File: src/rtl/fpmisc_pkg.sv
package fpmisc_pkg;
  localparam int EXP_W = 8;
  localparam int MAN_W = 23;
  localparam int FLEN  = 1 + EXP_W + MAN_W;
  localparam int XLEN  = 64;
  localparam int OP_W  = 4;

  typedef enum logic [OP_W-1:0] {
    OP_SGNJ  = 4'd0,
    OP_SGNJN = 4'd1,
    OP_SGNJX = 4'd2,
    OP_EQ    = 4'd3,
    OP_LT    = 4'd4,
    OP_LE    = 4'd5,
    OP_MIN   = 4'd6,
    OP_MAX   = 4'd7,
    OP_MV_X  = 4'd8,
    OP_MV_F  = 4'd9
  } fop_e;

  typedef struct packed {
    logic sign;
    logic is_zero;
    logic is_nan;
    logic is_snan;
  } fcls_t;
endpackage

File: src/rtl/fpmisc_classify.sv
module fpmisc_classify
  import fpmisc_pkg::*;
#(
  parameter int EW = EXP_W,
  parameter int MW = MAN_W
) (
  input  logic [EW+MW:0] val,
  output fcls_t          cls
);
  localparam int W = EW + MW + 1;

  logic exp_ones;
  logic man_nz;

  always_comb begin
    exp_ones    = &val[W-2 -: EW];
    man_nz      = |val[MW-1:0];
    cls.sign    = val[W-1];
    cls.is_zero = ~|val[W-2:0];
    cls.is_nan  = exp_ones & man_nz;
    cls.is_snan = exp_ones & man_nz & ~val[MW-1];
  end
endmodule

File: src/rtl/fpmisc_signinj.sv
module fpmisc_signinj
  import fpmisc_pkg::*;
#(
  parameter int W = FLEN
) (
  input  fop_e         op,
  input  logic [W-1:0] a,
  input  logic [W-1:0] b,
  output logic [W-1:0] res
);
  logic new_sign;

  always_comb begin
    unique case (op)
      OP_SGNJN: new_sign = ~b[W-1];
      OP_SGNJX: new_sign = a[W-1] ^ b[W-1];
      default:  new_sign = b[W-1];
    endcase
    res = {new_sign, a[W-2:0]};
  end
endmodule

File: src/rtl/fpmisc_order.sv
module fpmisc_order
  import fpmisc_pkg::*;
#(
  parameter int EW = EXP_W,
  parameter int MW = MAN_W
) (
  input  logic [EW+MW:0] a,
  input  logic [EW+MW:0] b,
  input  fcls_t          ca,
  input  fcls_t          cb,
  output logic           eq_f,
  output logic           lt_f,
  output logic           le_f,
  output logic [EW+MW:0] min_v,
  output logic [EW+MW:0] max_v
);
  localparam int W = EW + MW + 1;
  localparam logic [W-1:0] QNAN = {1'b0, {EW{1'b1}}, 1'b1, {(MW-1){1'b0}}};

  logic any_nan, both_nan, both_zero, mag_lt, mag_gt, tot_lt;

  always_comb begin
    any_nan   = ca.is_nan | cb.is_nan;
    both_nan  = ca.is_nan & cb.is_nan;
    both_zero = ca.is_zero & cb.is_zero;
    mag_lt    = a[W-2:0] < b[W-2:0];
    mag_gt    = a[W-2:0] > b[W-2:0];
    // total order on non-NaN values, -0 below +0
    if (ca.sign != cb.sign) tot_lt = ca.sign;
    else                    tot_lt = ca.sign ? mag_gt : mag_lt;

    eq_f = ~any_nan & ((a == b) | both_zero);
    lt_f = ~any_nan & ~both_zero & tot_lt;
    le_f = lt_f | eq_f;

    if (both_nan)       begin min_v = QNAN; max_v = QNAN; end
    else if (ca.is_nan) begin min_v = b;    max_v = b;    end
    else if (cb.is_nan) begin min_v = a;    max_v = a;    end
    else begin
      min_v = tot_lt ? a : b;
      max_v = tot_lt ? b : a;
    end
  end
endmodule

File: src/rtl/fpmisc_unit.sv
module fpmisc_unit
  import fpmisc_pkg::*;
(
  input  logic             clk,
  input  logic             rst_n,
  input  logic             op_valid,
  input  logic [OP_W-1:0]  op_sel,
  input  logic [FLEN-1:0]  src_a,
  input  logic [FLEN-1:0]  src_b,
  input  logic [XLEN-1:0]  src_int,
  output logic             res_valid,
  output logic [FLEN-1:0]  res_fp,
  output logic [XLEN-1:0]  res_int,
  output logic             res_invalid
);
  localparam int NSRC = 2;

  fop_e             op;
  logic [FLEN-1:0]  opnd [NSRC];
  fcls_t            cls  [NSRC];
  logic [FLEN-1:0]  inj_v, min_v, max_v;
  logic             eq_f, lt_f, le_f;
  logic [FLEN-1:0]  fp_d;
  logic [XLEN-1:0]  int_d;
  logic             inv_d;

  assign op      = fop_e'(op_sel);
  assign opnd[0] = src_a;
  assign opnd[1] = src_b;

  for (genvar g = 0; g < NSRC; g++) begin : g_cls
    fpmisc_classify #(.EW(EXP_W), .MW(MAN_W)) u_cls (
      .val (opnd[g]),
      .cls (cls[g])
    );
  end

  fpmisc_signinj #(.W(FLEN)) u_inj (
    .op  (op),
    .a   (src_a),
    .b   (src_b),
    .res (inj_v)
  );

  fpmisc_order #(.EW(EXP_W), .MW(MAN_W)) u_ord (
    .a     (src_a),
    .b     (src_b),
    .ca    (cls[0]),
    .cb    (cls[1]),
    .eq_f  (eq_f),
    .lt_f  (lt_f),
    .le_f  (le_f),
    .min_v (min_v),
    .max_v (max_v)
  );

  // next-state selection
  always_comb begin
    fp_d  = '0;
    int_d = '0;
    inv_d = 1'b0;
    case (op)
      OP_SGNJ, OP_SGNJN, OP_SGNJX: fp_d = inj_v;
      OP_EQ: begin
        int_d = {{(XLEN-1){1'b0}}, eq_f};
        inv_d = cls[0].is_snan | cls[1].is_snan;
      end
      OP_LT: begin
        int_d = {{(XLEN-1){1'b0}}, lt_f};
        inv_d = cls[0].is_nan | cls[1].is_nan;
      end
      OP_LE: begin
        int_d = {{(XLEN-1){1'b0}}, le_f};
        inv_d = cls[0].is_nan | cls[1].is_nan;
      end
      OP_MIN: begin
        fp_d  = min_v;
        inv_d = cls[0].is_snan | cls[1].is_snan;
      end
      OP_MAX: begin
        fp_d  = max_v;
        inv_d = cls[0].is_snan | cls[1].is_snan;
      end
      OP_MV_X: int_d = {{(XLEN-FLEN){src_a[FLEN-1]}}, src_a};
      OP_MV_F: fp_d  = src_int[FLEN-1:0];
      default: ;
    endcase
  end

  // result register
  always_ff @(posedge clk or negedge rst_n) begin
    if (!rst_n) begin
      res_valid   <= 1'b0;
      res_fp      <= '0;
      res_int     <= '0;
      res_invalid <= 1'b0;
    end else begin
      res_valid <= op_valid;
      if (op_valid) begin
        res_fp      <= fp_d;
        res_int     <= int_d;
        res_invalid <= inv_d;
      end
    end
  end
endmodule

File: config.mk
export PLATFORM = sky130hd
export DESIGN_NAME = fpmisc_unit
export DESIGN_NICKNAME = d
export VERILOG_FILES = /design/src/rtl/fpmisc_pkg.sv /design/src/rtl/fpmisc_classify.sv /design/src/rtl/fpmisc_signinj.sv /design/src/rtl/fpmisc_order.sv /design/src/rtl/fpmisc_unit.sv
export SDC_FILE = /design/constraint.sdc
export NUM_CORES = 1
export LEC_CHECK = 0
export BUFFER_PORTS_ARGS = -buffer_cell sky130_fd_sc_hd__buf_2
export CAP_MARGIN = 20
export CELL_PAD_IN_SITES_DETAIL_PLACEMENT = 1
export CELL_PAD_IN_SITES_GLOBAL_PLACEMENT = 1
export CORE_MARGIN = 8
export CORE_UTILIZATION = 29
export CTS_CLUSTER_DIAMETER = 80
export DETAILED_ROUTE_END_ITERATION = 10
export GPL_ROUTABILITY_DRIVEN = 0
export GPL_TIMING_DRIVEN = 0
export PLACE_DENSITY = 0.79
export SETUP_SLACK_MARGIN = 0.02
export SLEW_MARGIN = 10
export SYNTH_ARGS = -nofsm -noshare
export SYNTH_HDL_FRONTEND = slang
export SYNTH_SLANG_ARGS = --single-unit
File: constraint.sdc
create_clock -name clk -period 1.3 [get_ports clk]
set_input_delay 0.26 -clock clk [delete_from_list [all_inputs] [get_ports clk]]
set_output_delay 0.26 -clock clk [all_outputs]
set_load 0.02 [all_outputs]
==> impl_metrics.env, run 1 <==
export IMPL_status="complete, but fails checks"
export IMPL_violations="setup timing"
export IMPL_htreeDepth=3
export IMPL_hold_path_class="primary input to register"
export IMPL_post_place_cells=971
export IMPL_max_slew_margin_rel=0.3374
export IMPL_ir_drop_mv=0.6525
export IMPL_dieArea_um2=20140
export IMPL_ios=233
export IMPL_synth_most_common_cell="inv_1"
export IMPL_cp_arrival_ns=2.73
export IMPL_die_h_um=141.9
export IMPL_cts_clk_slew_worst_paths_ns=0.06
export IMPL_yosys_register_bits=66
export IMPL_holdWs_ns=0.04572
export IMPL_fin_crit_sh=1.936
export IMPL_num_fill_cells=1834
export IMPL_min_period_ns=2.517
export IMPL_portBuffers=199
export IMPL_fin_ws_ns=-1.217
export IMPL_slowest_delay_ns=0.43
export IMPL_via_count=5324
export IMPL_synth_edf_count=0
export IMPL_hold_viol=0
export IMPL_synth_top_area_share=0.3592
export IMPL_grt_pass1_vias=5814
export IMPL_synth_nets=723
export IMPL_synth_commonest_cells="inv_1 (78), dfrtp_1 (66), nand2_1 (51)"
export IMPL_grt_pass1_wl_um=32710
export IMPL_wl_per_cell_um=21.24
export IMPL_powerDensity_nw_per_um2=844.1
export IMPL_grt_max_degree=37
export IMPL_clock_latency_ns=0.34
export IMPL_overflow=0
export IMPL_syn_inst=555
export IMPL_core_um2=15710
export IMPL_slew_violations=0
export IMPL_critPathBufInv=2
export IMPL_drive_gt1_frac=0.4617
export IMPL_ys_warn_count=0
export IMPL_p_total_w=0.006505
export IMPL_row_count=46
export IMPL_cts_made_buffers=9
export IMPL_drt_total_wl_um=21820
export IMPL_yosys_area_top_type="dfrtp_1"
export IMPL_synthTopCellsByArea="dfrtp_1 (36%), ha_1 (9.0%), a221o_1 (6.5%)"
export IMPL_die_w_um=141.9
export IMPL_cp_depth=11
export IMPL_ys_flop_type="dfrtp_1"
export IMPL_critPathCaptureType="register"
export IMPL_cts_tree="built"
export IMPL_cp_endpoint="res_fp[29]"
export IMPL_max_cap_violations=0
export IMPL_critPathSlowestCell="a311o_1"
export IMPL_crit_family="compound AO/OA/AOI/OAI gates"
export IMPL_track_usage=0.2097
export IMPL_rrSetupSlack_ns=0.07
export IMPL_start_kind="primary input"
export IMPL_cp_data_required_time_ns=1.52
export IMPL_r2r_end="res_int[62]"
export IMPL_antenna_found_initial=2
export IMPL_drc=0
export IMPL_cp_cell_sequence="buf_12 > ha_4 > buf_4 > a21oi_1 > o21ai_0 > a22oi_2 > a311o_1 > and3_4 > o211a_4 > a21o_4 > a221o_1"
export IMPL_synthDistinctLibCells=46
export IMPL_async_flop_share=1.000
export IMPL_initial_core_util=0.2926
export IMPL_first_pass_iters=4
export IMPL_synth_area_um2=4598
export IMPL_fin_cells=1027
export IMPL_ys_seq_area_frac=0.3592
export IMPL_worstMarginPinSlew_ns=0.9879
export IMPL_drtIter0Drc=255
export IMPL_fin_area_um2=7706
export IMPL_antenna_left=0
export IMPL_cp_max_fo=8
export IMPL_startpoint="src_a[16]"
export IMPL_rsz0062_at_grt="true"
export IMPL_reg2reg_depth=5
export IMPL_finClkSkew_ns=0
export IMPL_fin_nets=974
export IMPL_hpwl_um=15590
export IMPL_syn_avg_cell_area_um2=8.285
export IMPL_critical_path_class="primary input to register"
export IMPL_ctsRootBufferMaster="clkbuf_16"
export IMPL_leakage_nw=3.569
export IMPL_viasPerCell=5.184
export IMPL_rr_startpoint="res_int[62]"
export IMPL_place_area_um2=6223
export IMPL_max_freq_mhz=397.2
export IMPL_setup_viol=67
export IMPL_synthToLayoutAreaGrowth_pct=67.59
export IMPL_cts_sinks=66
export IMPL_clockBufferDepth=2
[flip-flops by register name (all words and copies together) (netlist names)]
name and cells:
res_fp 32, res_invalid 1, res_int 32, res_valid 1
[layout by cell type (no fill, tap or decap), drive strengths merged, types with 3 or more instances in the layout]
master    count
a211oi        5
ha           33
nor3          9
nand2        51
a22oi        23
and4          3
clkbuf       30
nand3         8
a221o        30
nand4        13
inv          77
nor2         39
o21ai        51
a21oi        39
clkinvlp      3
nand2b        5
buf         275
nor4         16
dfrtp        66
[cells by family after synthesis]
kind of cell    after synthesis  synth area share
mux                           1          0.002449
compound gates              165            0.2422
xor+xnor                      3          0.005715
flops                        66            0.3592
simple gates                153            0.1641
fa+ha+maj                    33           0.08980
buf+inv                     134            0.1366
[power breakdown]
| part | leakage (nW) | switching, W | internal (W) | total, W |
|---|---|---|---|---|
| Clock | 0.140 | 0.000958 | 0.00152 | 0.00248 |
| Combinational | 2.56 | 0.00101 | 0.000788 | 0.00180 |
| Sequential | 0.872 | 0.0000643 | 0.00216 | 0.00223 |
[metal layers]
layer  share of wire  GRT usage
met3           0.068    0.05679
met4           0.011    0.04692
met1            0.41     0.2464
met2            0.51     0.3723
met5         0.00037          0
[timing repair]
item | in CTS | in global routing
gates resized for setup | 194 | 44
pin swaps | 23 | 28
hold buffers | 1 | 0
hold endpoints to repair | 30 | 0
gates cloned | 4 | 1
setup endpoints to repair | 98 | 92
buffers inserted | 23 | 14
[how the worst min path moves through the flow]
stage	start	endpoint	slack, ns	cells past startpoint
after floorplan	rst_n	res_fp[0]	-0.04	0
after detailed placement	rst_n	res_int[23]	0.24	1
final	op_valid	res_valid	0.05	1
after CTS	op_valid	res_valid	0.04	1
after global routing	op_valid	res_valid	0.04	1
after global placement	op_valid	res_valid	0.38	1
[area by class of cell]
cell class | count | area [um^2] | area share
multi-input combinational | 355 | 2788 | 0.3617
timing repair buffer | 240 | 1836 | 0.2382
sequential | 66 | 1655 | 0.2148
buffer | 56 | 524.3 | 0.06803
inverter | 78 | 336.6 | 0.04368
tap | 216 | 270.3 | 0.03507
clock buffer | 10 | 239.0 | 0.03101
clock inverter | 5 | 55.05 | 0.007144
antenna | 1 | 2.502 | 0.0003247
[metrics by stage]
step,utilization,setup slack (ns),setup TNS [ns]
global route,0.4904,-1.255,-48.94
global placement,0.3946,-1.705,-105.38
CTS,0.4779,-1.203,-47.28
finish,0.4904,-1.217,-46.55
floorplan,-,-1.151,-35.92
detailed placement,0.3961,-1.737,-79.14
Power figures use the tool's default switching activity.
==> run 2, diff against run 1 <==
Settings changed: SKIP_LAST_GASP set to 1.
==> run 2 against run 1 <==
  * The flow still finishes with violations (setup timing)
  * Routed wire length down 2.5%
  * Design area fell by 0.60%
  * Cell count decreased by 0.39%
  * Non-clock buffer count down 4
  * Clock-buffer cell count did not move
  * Highest routed layer unchanged
==> impl_metrics.env, run 2 (same netlist as run 1, synthesis figures left out) <==
export IMPL_status="complete, but fails checks"
export IMPL_violations="setup timing"
export IMPL_fin_ws_ns=-1.202
export IMPL_setup_viol=67
export IMPL_dieArea_um2=20140
export IMPL_viasPerCell=5.127
export IMPL_hold_path_class="primary input to register"
export IMPL_grt_pass1_wl_um=32620
export IMPL_max_slew_margin_rel=0.3327
export IMPL_drive_gt1_frac=0.4553
export IMPL_hold_viol=0
export IMPL_mostFrequentLayoutCells="buf_2 (142), buf_6 (78), dfrtp_1 (65)"
export IMPL_multi_input_area_um2=2768
export IMPL_drtIter0Drc=253
export IMPL_dp_slack_ns=-1.737
export IMPL_wl_per_cell_um=20.79
export IMPL_cp_arrival_ns=2.72
export IMPL_num_fill_cells=1848
export IMPL_initial_core_util=0.2926
export IMPL_ios=233
export IMPL_overflow=0
export IMPL_cts_sinks=66
export IMPL_slew_violations=0
export IMPL_hold_path_depth=1
export IMPL_fin_nets=970
export IMPL_first_pass_iters=5
export IMPL_min_period_ns=2.502
export IMPL_die_w_um=141.9
export IMPL_final_util=0.4875
export IMPL_drt_total_wl_um=21270
export IMPL_rsz0062_at_grt="true"
export IMPL_synthToLayoutAreaGrowth_pct=66.59
export IMPL_fin_crit_sh=1.925
export IMPL_critPathCaptureType="register"
export IMPL_row_count=46
export IMPL_leakage_nw=3.544
export IMPL_die_h_um=141.9
export IMPL_cts_made_buffers=9
export IMPL_layout_commonest_cell="buf_2"
export IMPL_holdWs_ns=0.04465
export IMPL_clockBufferDepth=2
export IMPL_finClkSkew_ns=0
export IMPL_cts_tree="built"
export IMPL_critical_path_class="primary input to register"
export IMPL_htreeDepth=3
export IMPL_p_total_w=0.006488
export IMPL_portBuffers=199
export IMPL_drc=0
export IMPL_ir_drop_mv=0.6591
export IMPL_core_um2=15710
export IMPL_ctsRootBufferMaster="clkbuf_16"
export IMPL_worstMarginPinSlew_ns=0.9949
export IMPL_clock_latency_ns=0.34
export IMPL_fin_cells=1023
export IMPL_seqCellArea_um2=1655
export IMPL_post_place_cells=971
export IMPL_cts_clk_slew_worst_paths_ns=0.05
export IMPL_antenna_left=0
export IMPL_max_cap_violations=0
export IMPL_reg_largest_list="res_fp (32), res_int (32)"
export IMPL_hpwl_um=15590
export IMPL_grt_pass1_vias=5788
export IMPL_cp_max_fo=8
export IMPL_antenna_found_initial=2
export IMPL_via_count=5245
export IMPL_reg2reg_depth=4
export IMPL_cp_data_required_time_ns=1.52
export IMPL_grt_max_degree=37
export IMPL_powerDensity_nw_per_um2=847.0
export IMPL_max_freq_mhz=399.6
export IMPL_track_usage=0.2091
export IMPL_start_kind="primary input"
==> run 2: per-layer routing <==
metal | share of wire | wire length, um | track usage
met3 | 0.072 | 1531 | 0.05847
met2 | 0.51 | 10790 | 0.3690
met4 | 0.0086 | 183 | 0.04748
met5 | 0.00038 | 8 | 0
met1 | 0.41 | 8757 | 0.2459
==> run 2: cell type report <==
class / count / area share
multi-input combinational: 355 / 0.3613
timing repair buffer: 236 / 0.2359
sequential: 66 / 0.2161
buffer: 56 / 0.06877
inverter: 78 / 0.04394
tap: 216 / 0.03528
clock buffer: 10 / 0.03120
clock inverter: 5 / 0.007187
antenna: 1 / 0.0003267
==> run 2: path summary, 6_finish.rpt <==
kind / start / end / slack (ns)
max in group asynchronous: rst_n / res_int[62] / 0.32
worst min-delay path: op_valid / res_valid / 0.04
worst min register to register: res_fp[22] / res_fp[22] / 0.52
worst max register to register: res_int[62] / res_int[62] / 0.18
worst max-delay path: src_b[22] / res_fp[25] / -1.20
min in group asynchronous: rst_n / res_int[23] / 0.41
==> run 2: metrics by stage <==
step	cell area (um^2)	TNS, ns
4_1_cts	7471	-47.42
2_1_floorplan	4935	-35.92
3_5_place_dp	6223	-79.14
6_report	7660	-46.24
5_1_grt	7660	-48.91
3_3_place_gp	6201	-105.38
==> run 2: power breakdown <==
part           switching [W]  leakage [nW]  internal, W  total (W)
Clock               0.000956         0.140      0.00152    0.00247
Combinational        0.00100          2.53     0.000785    0.00179
Sequential         0.0000636         0.872      0.00216    0.00223
==> run 2: critical path, cell delays in order <==
cell     delay [ns]
buf_8          0.10
inv_2          0.04
ha_4           0.28
nand4_4        0.14
nor4_4         0.36
o31ai_2        0.13
a311o_1        0.39
and3_4         0.21
o211a_4        0.25
a21o_4         0.23
a221o_1        0.32
==> run 2: what timing repair did <==
action | in CTS | in global routing
pin swaps | 23 | 25
gates cloned | 4 | 0
hold buffers | 1 | 0
endpoints found under the hold margin | 30 | 0
setup buffers | 23 | 11
gates resized for setup | 183 | 47
setup endpoints to repair | 98 | 92
